$ cat config.mk
export PLATFORM = sky130hd
export DESIGN_NAME = irq_pend_agg
export DESIGN_NICKNAME = d
export VERILOG_FILES = /design/src/rtl/ipa_pkg.sv /design/src/rtl/ipa_source.sv /design/src/rtl/ipa_pick.sv /design/src/rtl/irq_pend_agg.sv
export SDC_FILE = /design/constraint.sdc
export NUM_CORES = 1
export LEC_CHECK = 0
export ABC_AREA = 1
export BUFFER_PORTS_ARGS = -buffer_cell sky130_fd_sc_hd__buf_2
export CAP_MARGIN = 30
export CELL_PAD_IN_SITES_DETAIL_PLACEMENT = 1
export CELL_PAD_IN_SITES_GLOBAL_PLACEMENT = 1
export CORE_MARGIN = 5
export CORE_UTILIZATION = 47
export DETAILED_ROUTE_END_ITERATION = 10
export MAX_ROUTING_LAYER = met4
export PLACE_DENSITY_LB_ADDON = 0.15
export SETUP_SLACK_MARGIN = 0.4
export SYNTH_ARGS = -nofsm -noshare
export SYNTH_HDL_FRONTEND = slang
export SYNTH_HIERARCHICAL = 1
export SYNTH_SLANG_ARGS = --single-unit
export TNS_END_PERCENT = 5
$ cat constraint.sdc
create_clock -name clk -period 6.57 [get_ports clk]
set_input_delay 0.657 -clock clk [delete_from_list [all_inputs] [get_ports clk]]
set_output_delay 0.657 -clock clk [all_outputs]
set_load 0.02 [all_outputs]
$ cat src/rtl/ipa_pkg.sv
package ipa_pkg;

    typedef enum logic [0:0] {
        REQ_IDLE   = 1'b0,
        REQ_ACTIVE = 1'b1
    } req_state_e;

endpackage

$ cat src/rtl/ipa_source.sv
module ipa_source #(
    parameter int CW = 2,
    parameter logic [CW-1:0] REQ = '0
) (
    input  logic clk,
    input  logic rst_n,
    input  logic level,
    input  logic inc,
    input  logic dec,
    output logic asrt_q,
    output logic pend_q,
    output logic rise,
    output logic fall
);
    logic [CW-1:0] cnt_q, cnt_d;
    logic          pend_d;

    always_comb begin
        cnt_d = cnt_q;
        if (inc && !dec && cnt_q != REQ) begin
            cnt_d = cnt_q + 1'b1;
        end else if (dec && !inc && cnt_q != '0) begin
            cnt_d = cnt_q - 1'b1;
        end
        pend_d = level && (cnt_d == REQ);
        rise   = pend_d && !pend_q;
        fall   = !pend_d && pend_q;
    end

    always_ff @(posedge clk or negedge rst_n) begin
        if (!rst_n) begin
            cnt_q  <= '0;
            asrt_q <= 1'b0;
            pend_q <= 1'b0;
        end else begin
            cnt_q  <= cnt_d;
            asrt_q <= level;
            pend_q <= pend_d;
        end
    end
endmodule

$ cat src/rtl/ipa_pick.sv
module ipa_pick #(
    parameter int N_SRC = 8,
    parameter int VW = 12,
    parameter logic [VW-1:0] VEC_BASE = '0,
    parameter logic [VW-1:0] VEC_STEP = '0,
    localparam int IW = (N_SRC > 1) ? $clog2(N_SRC) : 1
) (
    input  logic [N_SRC-1:0] pend,
    output logic             any,
    output logic [VW-1:0]    vec
);
    logic [IW-1:0] idx;

    always_comb begin
        any = 1'b0;
        idx = '0;
        for (int i = N_SRC - 1; i >= 0; i--) begin
            if (pend[i]) begin
                any = 1'b1;
                idx = IW'(i);
            end
        end
        vec = VEC_BASE + VW'(idx) * VEC_STEP;
    end
endmodule

$ cat src/rtl/irq_pend_agg.sv
module irq_pend_agg #(
    parameter int N_SRC = 8,
    parameter int CW = 2,
    parameter int VW = 12,
    parameter logic [N_SRC*CW-1:0] REQ_CNT = 16'h9E79,
    parameter logic [VW-1:0] VEC_BASE = 12'h400,
    parameter logic [VW-1:0] VEC_STEP = 12'h020,
    localparam int PCW = $clog2(N_SRC + 1)
) (
    input  logic             clk,
    input  logic             rst_n,
    input  logic [N_SRC-1:0] src_level,
    input  logic [N_SRC-1:0] en_inc,
    input  logic [N_SRC-1:0] en_dec,
    input  logic [3:0]       imask,
    input  logic             ack,
    output logic             irq,
    output logic             ack_valid,
    output logic [VW-1:0]    ack_vector
);
    import ipa_pkg::*;

    logic [N_SRC-1:0] asrt_q, pend_q, rise, fall;
    logic [PCW-1:0]   pend_cnt_q, pend_cnt_d, n_rise, n_fall;
    logic             pick_any;
    logic [VW-1:0]    pick_vec;
    req_state_e       state_q, state_d;

    for (genvar g = 0; g < N_SRC; g++) begin : g_src
        ipa_source #(
            .CW (CW),
            .REQ(REQ_CNT[g*CW +: CW])
        ) u_src (
            .clk   (clk),
            .rst_n (rst_n),
            .level (src_level[g]),
            .inc   (en_inc[g]),
            .dec   (en_dec[g]),
            .asrt_q(asrt_q[g]),
            .pend_q(pend_q[g]),
            .rise  (rise[g]),
            .fall  (fall[g])
        );
    end

    ipa_pick #(
        .N_SRC   (N_SRC),
        .VW      (VW),
        .VEC_BASE(VEC_BASE),
        .VEC_STEP(VEC_STEP)
    ) u_pick (
        .pend(pend_q),
        .any (pick_any),
        .vec (pick_vec)
    );

    always_comb begin
        n_rise = '0;
        n_fall = '0;
        for (int i = 0; i < N_SRC; i++) begin
            n_rise = n_rise + PCW'(rise[i]);
            n_fall = n_fall + PCW'(fall[i]);
        end
        pend_cnt_d = pend_cnt_q + n_rise - n_fall;
    end

    always_comb begin
        state_d = state_q;
        unique case (state_q)
            REQ_IDLE:   if (pend_cnt_d != '0) state_d = REQ_ACTIVE;
            REQ_ACTIVE: if (pend_cnt_d == '0) state_d = REQ_IDLE;
            default:    state_d = REQ_IDLE;
        endcase
    end

    always_ff @(posedge clk or negedge rst_n) begin
        if (!rst_n) begin
            state_q    <= REQ_IDLE;
            pend_cnt_q <= '0;
        end else begin
            state_q    <= state_d;
            pend_cnt_q <= pend_cnt_d;
        end
    end

    always_comb begin
        irq        = (state_q == REQ_ACTIVE);
        ack_valid  = ack && pick_any && (imask != 4'hF);
        ack_vector = ack_valid ? pick_vec : '0;
    end
endmodule

==> flow_summary.yaml <==
critical_path:
  startpoint_type: "register"
  endpoint_kind: "register"
  worstPathRequired_ns: 6.74
  cpLargestDelayFamily: "adder cells"
  path_class: "register to register"
  cpMaxStageDelayCell: "fa_1"
  critPathMaxFanout: 3
  cp_cell_sequence: "inv_1, ha_1, nor2_2, nand2_2, nand2_1, nand2_1, nand2_2, nand2_4, nor3_2, inv_1, fa_1, fa_1, fa_1, inv_1, fa_1, ha_1, ha_1, inv_1, fa_1, xnor2_1, nand2_1, nand2_1, nand2_1"
  crit_buf_inv: 4
  critPathMaxStageDelay_ns: 0.56
  critPathArrivalTime_ns: 4.86
clock_network:
  hold_buffers: 0
  clk_pin_slew_ns: 0.07
  clock_sinks: 29
  root_buffer: "clkbuf_8"
  cts_buffer_depth: 2
  numCtsBuffers: 5
  tritoncts: "done"
  clk_latency_ns: 0.28
  h-tree-depth: 2
  post-cts-setup-buffer-count: 0
  cts_resized: 0
floorplanning:
  rows: 28
  die_area_mm2: 0.00757
  die_y_um: 87.0
  io_pins: 45
  core_area_mm2: 0.00585
  die_x_um: 87.0
  start_util_pct: 47.6
logic_synthesis:
  synth-warning-count: 6
  synth_area_per_cell_um2: 7.92
  syn_area_mm2: 0.00279
  syn_inst: 352
place:
  io_buffers: 36
  dp_cells: 460
  globalplace.congestion: 0.743
  hpwl_mm: 4.62
timing:
  finalSetupViolations: 0
  rsz0062_at_grt: "no"
  period_minus_slack_ns: 4.69
  tns_ns: 0
  timing.fmax_mhz: 213
  max_slew.worst_pin.slew_ns: 0.673
  hold_viol_final: 0
  skew_ns: 0.00207
  period_share_pct: 71.4
  maxSlewViolCount: 0
  max_slew_margin_pct: 55.2
routing:
  drc: 0
  dr.pass1.iters: 3
  first_iter_violations: 43
  vias_per_cell: 4.55
  final_antenna_net_count: 0
  via_count: 2131
  wl_per_cell_um: 11.6
  drt_wl_total_mm: 5.41
status:
  outcome: "finished, final reports clean"
global_route:
  antenna_found_initial: 0
  grt_max_degree: 30
  grt_pass1_vias: 2332
  grt_use_total_pct: 16.7
  overflow: 0
  grt_first_pass_wirelength_mm: 9.84
finish:
  fin_nets: 455
  antenna_cells: 0
  drive_gt1_share_pct: 30.3
  area_delta_synth_final_pct: 10.9
  fin_cells: 468
flow_run:
  cap_violations: 0
hold_path:
  hold_class: "primary input to async pin"
state kept, by name, summed over array words and instances (netlist names):
name,count
irq,1
g_src.u_src/cnt_q,16
pend_cnt_q,4
g_src.u_src/pend_q,8
metrics by stage:
stage / utilization, % / setup WS [ns] / instance area [um2] / hold slack (ns)
2_1_floorplan: - / 2.15 / 2810 / 0.361
3_3_place_gp: 51.4 / 1.83 / 3010 / 0.542
3_5_place_dp: 51.4 / 1.68 / 3010 / 0.570
4_1_cts: 52.8 / 1.80 / 3090 / 0.436
5_1_grt: 52.8 / 1.55 / 3090 / 0.460
6_report: 52.8 / 1.88 / 3090 / 0.406
worst reg2reg max path: cells and delay by family, from the launching register on:
kind,cells,cell delay (ns)
buffers and inverters,4,0.26
adders and majority gates,8,2.97
DFF,1,0.34
xor gates and xnor gates,1,0.20
and+or+nand+nor,10,0.81
layer usage:
metal  track usage (%)  share of wire [%]
met5                 -                  0
met3              3.22                2.7
met4              4.53                1.4
met1              18.6                 41
met2              30.4                 54
layout make-up:
| class | instances | area, um2 |
|---|---|---|
| clock buffer | 6 | 72.6 |
| sequential | 29 | 726 |
| clock inverter | 2 | 10.0 |
| multi-input combinational | 214 | 1610 |
| inverter | 106 | 398 |
| fill | 758 | 2760 |
| timing repair buffer | 36 | 180 |
| tap | 75 | 93.8 |
cells in the final DEF (no fill, tap or decap), drive strengths merged, types with 6 or more instances in the layout:
cell type	instances
dfrtp	29
nor3	10
nor2	40
fa	13
nand2	72
nand3	32
conb	9
ha	19
clkbuf	6
inv	106
buf	36
final timing paths:
check,start,end,slack (ns),depth (start not counted)
max,g_src[1].u_src/cnt_q[0]$_DFF_PN0_,irq$_DFF_PN0_,1.88,23
min,rst_n,g_src[5].u_src/cnt_q[1]$_DFF_PN0_,0.41,1
max reg2reg,g_src[1].u_src/cnt_q[0]$_DFF_PN0_,irq$_DFF_PN0_,1.88,23
min reg2reg,g_src[1].u_src/cnt_q[0]$_DFF_PN0_,g_src[1].u_src/cnt_q[0]$_DFF_PN0_,0.57,3
max in group asynchronous,rst_n,g_src[1].u_src/cnt_q[1]$_DFF_PN0_,5.73,1
min in group clk,g_src[1].u_src/cnt_q[0]$_DFF_PN0_,g_src[1].u_src/cnt_q[0]$_DFF_PN0_,0.57,3
Power is left out: the tool's default activity adds up to more than one toggle a clock period on the data nets, which glitch-free logic cannot reach.
